**src/rtl/vram_wport_pkg.sv**
```systemverilog
package vram_wport_pkg;
  localparam logic [1:0] HA_INDEX  = 2'd0;
  localparam logic [1:0] HA_LOW    = 2'd2;
  localparam logic [1:0] HA_HIGH   = 2'd3;
  localparam int         IDX_W     = 5;
  localparam logic [IDX_W-1:0] RI_WADDR = 5'd0;
  localparam logic [IDX_W-1:0] RI_WDATA = 5'd2;
endpackage

```
**src/rtl/vram_slot_timer.sv**
```systemverilog
module vram_slot_timer #(
  parameter int MODE_W = 2
) (
  input  logic              clk,
  input  logic              rst,
  input  logic [MODE_W-1:0] slot_mode,
  output logic              slot_hit
);
  localparam int CNT_W = (1 << MODE_W) - 1;

  logic [CNT_W-1:0] cnt;
  logic [CNT_W-1:0] mask;

  // period = 2^slot_mode, so the phase mask is period-1
  assign mask     = ~({CNT_W{1'b1}} << slot_mode);
  assign slot_hit = ((cnt & mask) == '0);

  always_ff @(posedge clk) begin
    if (rst) cnt <= '0;
    else     cnt <= cnt + 1'b1;
  end
endmodule

```
**src/rtl/vram_host_regs.sv**
```systemverilog
module vram_host_regs
  import vram_wport_pkg::*;
#(
  parameter int AW = 16
) (
  input  logic          clk,
  input  logic          rst,
  input  logic          accept,
  input  logic [1:0]    sel,
  input  logic [7:0]    wdata,
  output logic          commit,
  output logic [AW-1:0] commit_addr,
  output logic [15:0]   commit_data
);
  logic [IDX_W-1:0] idx;
  logic [7:0]       addr_stage;
  logic [7:0]       data_low;
  logic [AW-1:0]    waddr;

  always_ff @(posedge clk) begin
    if (rst) begin
      idx        <= '0;
      addr_stage <= '0;
      data_low   <= '0;
      waddr      <= '0;
    end else if (accept) begin
      case (sel)
        HA_INDEX: idx <= wdata[IDX_W-1:0];
        HA_LOW: begin
          if (idx == RI_WADDR)      addr_stage <= wdata;
          else if (idx == RI_WDATA) data_low   <= wdata;
        end
        HA_HIGH: begin
          if (idx == RI_WADDR)      waddr <= AW'({wdata, addr_stage});
          else if (idx == RI_WDATA) waddr <= waddr + 1'b1;
        end
        default: ;
      endcase
    end
  end

  assign commit      = accept && (sel == HA_HIGH) && (idx == RI_WDATA);
  assign commit_addr = waddr;
  assign commit_data = {wdata, data_low};
endmodule

```
**src/rtl/vram_wport.sv**
```systemverilog
module vram_wport #(
  parameter int AW     = 16,
  parameter int MODE_W = 2
) (
  input  logic              clk,
  input  logic              rst,
  input  logic              host_wr,
  input  logic [1:0]        host_sel,
  input  logic [7:0]        host_wdata,
  output logic              host_ready,
  input  logic [MODE_W-1:0] slot_mode,
  output logic              mem_we,
  output logic [AW-1:0]     mem_addr,
  output logic [15:0]       mem_wdata
);
  logic          slot_hit;
  logic          accept;
  logic          commit;
  logic [AW-1:0] commit_addr;
  logic [15:0]   commit_data;
  logic          pend_v;
  logic [AW-1:0] pend_addr;
  logic [15:0]   pend_data;

  assign host_ready = ~pend_v;
  assign accept     = host_wr & host_ready;

  vram_slot_timer #(.MODE_W(MODE_W)) u_slot (
    .clk(clk), .rst(rst), .slot_mode(slot_mode), .slot_hit(slot_hit)
  );

  vram_host_regs #(.AW(AW)) u_regs (
    .clk(clk), .rst(rst), .accept(accept), .sel(host_sel), .wdata(host_wdata),
    .commit(commit), .commit_addr(commit_addr), .commit_data(commit_data)
  );

  // one pending word; a new commit is only taken while this is empty
  always_ff @(posedge clk) begin
    if (rst) begin
      pend_v    <= 1'b0;
      pend_addr <= '0;
      pend_data <= '0;
      mem_we    <= 1'b0;
      mem_addr  <= '0;
      mem_wdata <= '0;
    end else begin
      mem_we <= 1'b0;
      if (pend_v && slot_hit) begin
        mem_we    <= 1'b1;
        mem_addr  <= pend_addr;
        mem_wdata <= pend_data;
        pend_v    <= 1'b0;
      end
      if (commit) begin
        pend_v    <= 1'b1;
        pend_addr <= commit_addr;
        pend_data <= commit_data;
      end
    end
  end
endmodule

```
**config.mk**
```make
export PLATFORM = sky130hd
export DESIGN_NAME = vram_wport
export DESIGN_NICKNAME = d
export VERILOG_FILES = /design/src/rtl/vram_wport_pkg.sv /design/src/rtl/vram_slot_timer.sv /design/src/rtl/vram_host_regs.sv /design/src/rtl/vram_wport.sv
export SDC_FILE = /design/constraint.sdc
export NUM_CORES = 1
export LEC_CHECK = 0
export BUFFER_PORTS_ARGS = -buffer_cell sky130_fd_sc_hd__buf_4
export CAP_MARGIN = 15
export CORE_MARGIN = 3
export CORE_UTILIZATION = 52
export DETAILED_ROUTE_END_ITERATION = 16
export GPL_ROUTABILITY_DRIVEN = 0
export HOLD_SLACK_MARGIN = 0.03
export PLACE_DENSITY_LB_ADDON = 0.2
export SYNTH_ARGS = -nofsm -noshare
export SYNTH_HDL_FRONTEND = slang
export SYNTH_SLANG_ARGS = --single-unit
```
**constraint.sdc**
```tcl
create_clock -name clk -period 1.7 [get_ports clk]
set_input_delay 0.255 -clock clk [delete_from_list [all_inputs] [get_ports clk]]
set_output_delay 0.255 -clock clk [all_outputs]
set_load 0.01 [all_outputs]
```
# == After elaboration in Yosys (flattened, before gate mapping) ==
# Cells that the tools add are included.
# W data, S select, Z words.
# word_totals
in_bits,15
ff_bits,106
out_inout_bits,34
# op_classes
eq_ne,3
muxes,5
n_reduce_logical,12
shifts,1
n_bitwise,5
add_sub_neg,2
# ops
op,n
$mux W16,2
$add A16 B1 Y16 const B,1
$reduce_and A3 Y1,2
$eq A5 B2 Y1 const B,1
$logic_not A5 Y1,1
$eq A2 B2 Y1 const B,2
$reduce_and A4 Y1,1
$reduce_bool A2 Y1,2
$add A3 B1 Y3 const B,1
$and A3 B3 Y3,1
$logic_and A1 B1 Y1,3
$logic_not A3 Y1,1
$mux W1,3
$not A3 Y3,1
$shl A3 B2 Y3 const A,1
$logic_not A2 Y1,1
$not A1 Y1,2
$reduce_and A2 Y1,1
$and A1 B1 Y1,1

# == Longest topological paths before layout ==
# depth
depth_word,7
ltp_mapped,6

# == Hierarchy ==
# Synthesis repeated with hierarchy kept, for this count alone.
# hier_totals
hier_cells,495
area_unflattened_um2,4608.2
# by_module_without_submodules
module,area_each_um2,n_inst,seq_area_each_um2,cells_each
vram_wport,2576.2,1,1321.3,258
vram_host_regs,1913.1,1,740.7,226
vram_slot_timer,118.9,1,60.1,11

# == Worst setup path before layout ==
# OpenSTA, ideal clock, no wires.
# synth_path
path_kind,reg2reg
startpoint,register u_regs.idx[4]
endpoint,register pend_addr[8]
path_slack_ns,-0.008
n_path_buf,2
setup_ns,0.067
stages_incl_launch_ff,7
t_arrival_ns,1.641
synth_period_minus_slack_ns,1.708
path_cell_list,dfxtp_1 -> or4_1 -> buf_6 -> nor3_4 -> buf_6 -> nand2_1 -> a21oi_2
# synth_between
elab_chain_len,2
# synth_rtl
element,line_no,source
from (decl),vram_host_regs.sv:15,logic [IDX_W-1:0] idx;
from (signal assigned),vram_host_regs.sv:28,HA_INDEX: idx <= wdata[IDX_W-1:0];
$eq A5 B2 Y1,vram_host_regs.sv:42,assign commit = accept && (sel == HA_HIGH) && (idx == RI_WDATA);
$logic_and A1 B1 Y1,vram_host_regs.sv:42,
to (signal assigned),vram_wport.sv:56,pend_addr <= commit_addr;
to (decl),vram_wport.sv:22,logic [AW-1:0] pend_addr;
# Every way passes these cells.
# A chain may end at the register's enable or synchronous reset.

# == Worst setup path in the final report ==
# layout_path
startpoint,register u_regs.idx[4]
endpoint,register u_regs.waddr[7] (netlist: u_regs.commit_addr[7])
# layout_between
elab_chain_len,3
elab_cells_between_ends,5
# layout_rtl
element,line_no,source
$eq A5 B2 Y1 / $logic_not A5 Y1 (equally long branches),"vram_host_regs.sv:35, vram_host_regs.sv:34",
$reduce_bool A2 Y1 (no source line),n/a,
$reduce_and A3 Y1 (no source line),n/a,
to (signal assigned),vram_host_regs.sv:34,"if (idx == RI_WADDR) waddr <= AW'({wdata, addr_stage});"
to (signal assigned),vram_host_regs.sv:35,else if (idx == RI_WDATA) waddr <= waddr + 1'b1;
to (decl),vram_host_regs.sv:18,logic [AW-1:0] waddr;
# Several ways; a longest one is shown, not always the timed one.

==> key figures <==
Outcome
  • Status: finished, violations left
  • Failing checks: setup timing

Global routing
  • Vias in the first global route: 3,545
  • Global Route Usage Sum: 21.5%
  • Initial antenna violation count: 0
  • Remaining Overflow, GRT: 0
  • First-pass GRT wire length: 16,800 microns
  • Pin count of the biggest net entering global routing: 42

Clock network
  • H-Tree Depth: 3
  • CTS clk-pin slew, worst paths: 0.11 ns
  • CTS Root Cell: clkbuf_8
  • CTS Buf Count: 9
  • Hold_buf cts: 0
  • Clock latency on the worst-skew pair: 0.37 ns
  • CTS tree: done
  • CTS sink cnt: 106
  • Clock Tree Buf Depth: 2

Synth
  • Cell count after synthesis: 518
  • Count of state elements after synthesis: 106
  • Synthesized cell area: 4270 sq um
  • Largest family of logic cells by synthesized area: simple AND/OR/NAND/NOR gates
  • Adder-Cell Fraction of Synth Area: 0.586%
  • Cell taking the most area after synthesis: dfxtp_1
  • Synthesized Nets: 535
  • FFs w/ async S/R, synth: 0%
  • Synth Area in Compound Gates: 15.4%
  • Synth Area in Simple Gates: 24.9%
  • Netlist cell types: 48
  • Sequential share of the synthesized area: 49.7%
  • Area contributors post-synth: dfxtp_1 50%, nand2_1 12%, a21oi_1 9.3%
  • Post-Synth XOR/XNOR Area: 0.205%
  • Avg Inst Size Synth: 8.24 sq um
  • EDFF count, synth: 0
  • YS warnings: 0
  • Area share of the largest cell type after synthesis: 49.7%
  • Most used DFF post-synth: dfxtp_1
  • Post-synthesis mux area share: 4.69%

Worst setup path
  • CP arrival: 2.00 ns
  • Startpoint types: flop
  • R2R Path End: u_regs.commit_addr[7]
  • Crit path capture: u_regs.commit_addr[7]
  • WP data required: 1.94 ns
  • Worst path most repeated cell: buf_6
  • Crit Path Max Fanout: 5
  • CP top delay family: simple AND/OR/NAND/NOR gates
  • Worst Path Buf+Inv: 3
  • Flop-to-flop setup slack: -0.05 ns
  • R2R Path Start: u_regs.idx[4]
  • Crit-path slowest cell: or4_4
  • R2R depth: 7
  • Worst setup path start: u_regs.idx[4]
  • Crit-path cells: or4_4 -> buf_6 -> nor2_4 -> buf_6 -> buf_6 -> o31a_1 -> o32ai_2
  • Crit end category: flop
  • CP Depth: 7
  • CP max stage delay: 0.58 ns
  • CP Class: reg -> reg

STA
  • Worst slew margin: 61.7%
  • Endpoints failing hold: 0
  • RSZ-0062 raised after global routing: yes
  • Slew Limit Fails: 0
  • Final setup viols: 7
  • F_max: 570 MHz
  • Setup ws final: -0.0545 ns
  • Tcrit/Tclk final: 103%
  • Minimum clock period after layout: 1.75 ns
  • Fin Setup TNS: -0.212 ns
  • Worst Skew: 0.0128 ns
  • Worst slew pin tran: 0.570 ns

Detailed routing
  • Pre-antenna DRT Iters: 4
  • DRC: 0
  • Avg WL per Cell: 14.9 microns
  • Vias per cell: 5.55
  • Final wirelength: 10,200 microns
  • DR iter-0 viols: 195
  • Routed Antenna Nets: 0
  • Via count: 3,805

Floorplanning
  • Core Box Area: 7850 sq um
  • Width of the chip: 96.6 microns
  • Top Ports: 49
  • Starting Density: 54.4%
  • Row count: 32
  • Die Span Y: 96.6 microns
  • Total die area: 9330 sq um

Min path
  • Hold Crit Class: in -> reg

Pwr
  • Total chip power: 0.00435 W
  • Total power per unit cell area: 830 nW/um^2
  • VDD IR max: 0.509 mV
  • Leak pwr: 1.94 nW

Placed design
  • HPWL Detailed: 7000 microns
  • Pre-CTS WS: -0.195 ns
  • IO Port Bufs: 48

Finish
  • Layout Nets: 596
  • Most frequent cells in the layout: 140 x nand2_1, 105 x dfxtp_1, 74 x buf_4
  • Layout cell share with drive strength beyond 1: 22.4%
  • Commonest non-fill, non-tap cell in the layout: nand2_1
  • # diodes: 0
  • Area Growth Syn to Fin: 22.8%

Job
  • Max cap viols: 0
-- how the worst min path moves through the flow --
stage	slack, ns	endpoint	startpoint	depth (start not counted)
detailed placement	0.44	u_slot.cnt[0]	u_slot.cnt[0]	1
global route	0.15	pend_data[15]	host_wdata[7]	3
CTS	0.15	pend_data[15]	host_wdata[7]	3
finish	0.16	pend_data[15]	host_wdata[7]	3
floorplan	0.39	pend_data[10]	host_wdata[2]	2
global placement	0.43	u_slot.cnt[0]	u_slot.cnt[0]	1
-- synthesized netlist by cell type (3+ instances only) --
| master | count |
|---|---|
| a211oi_1 | 3 |
| a21oi_1 | 79 |
| a311oi_1 | 4 |
| and3_1 | 5 |
| and4_1 | 3 |
| buf_2 | 4 |
| buf_6 | 4 |
| clkbuf_1 | 26 |
| dfxtp_1 | 106 |
| inv_1 | 5 |
| mux2i_1 | 20 |
| nand2_1 | 142 |
| nand2b_1 | 4 |
| nand3_1 | 9 |
| nand4_1 | 3 |
| nor2_1 | 32 |
| nor2b_1 | 4 |
| nor3_1 | 6 |
| nor4_1 | 8 |
| o21ai_0 | 12 |
| o31a_1 | 3 |
| o32ai_1 | 3 |
| or4_1 | 3 |
-- registers in the layout, summed over array words and instances, names as in the netlist --
| name | count |
|---|---|
| u_slot.cnt | 3 |
| u_regs.data_low | 8 |
| u_regs.idx | 5 |
| u_regs.addr_stage | 8 |
| mem_we | 1 |
| pend_data | 16 |
| pend_v | 1 |
| pend_addr | 16 |
| mem_addr | 16 |
| mem_wdata | 16 |
| u_regs.commit_addr | 16 |
-- stage by stage --
step / cells / hold slack [ns] / utilization, % / cell area (sq um)
5_1_grt: 686 / 0.155 / 66.8 / 5240
6_report: 686 / 0.161 / 66.8 / 5240
3_3_place_gp: 668 / 0.434 / 62.6 / 4910
4_1_cts: 686 / 0.150 / 65.3 / 5120
2_1_floorplan: 518 / 0.391 / - / 4270
3_5_place_dp: 668 / 0.444 / 62.6 / 4910
-- routing by layer --
| metal | GRT usage, % | up-vias | wire (microns) |
|---|---|---|---|
| met5 | 0 | - | 0 |
| met4 | 6.80 | 0 | 121 |
| met3 | 3.75 | 11 | 397 |
| met2 | 35.2 | 73 | 4920 |
| met1 | 29.0 | 1823 | 4750 |
| li1 | - | 1898 | - |
-- worst reg2reg max path, delay by kind of cell, from the launching register on --
kind	cells	cell delay [ns]
simple gates	2	0.73
buf+inv	3	0.37
flops	1	0.34
compound gates	2	0.19
-- where the power goes --
group          internal, W  total [W]  switching (W)
combinational     0.000155   0.000348       0.000193
sequential         0.00251    0.00254      0.0000298
clock             0.000565    0.00146       0.000897
total              0.00323    0.00435        0.00112
-- final cells by class --
type	instances	area [sq um]
Clock buffer	10	128
Clock inverter	6	55.1
Fill cell	680	2600
Inverter	6	22.5
Multi-Input combinational cell	371	2060
Sequential cell	106	2120
Tap cell	102	128
Timing Repair Buffer	85	723
-- cell families after synthesis --
| logic type | after synthesis |
|---|---|
| mux | 20 |
| xor+xnor | 1 |
| compound gates | 115 |
| flops | 106 |
| simple gates | 233 |
| fa+ha+maj | 2 |
| buf+inv | 41 |
-- what timing repair did --
action	CTS	global route
pin swaps	5	8
resized for setup	4	27
setup buffers	2	1
setup endpoints to repair	55	59
Power figures use the tool's default switching activity.
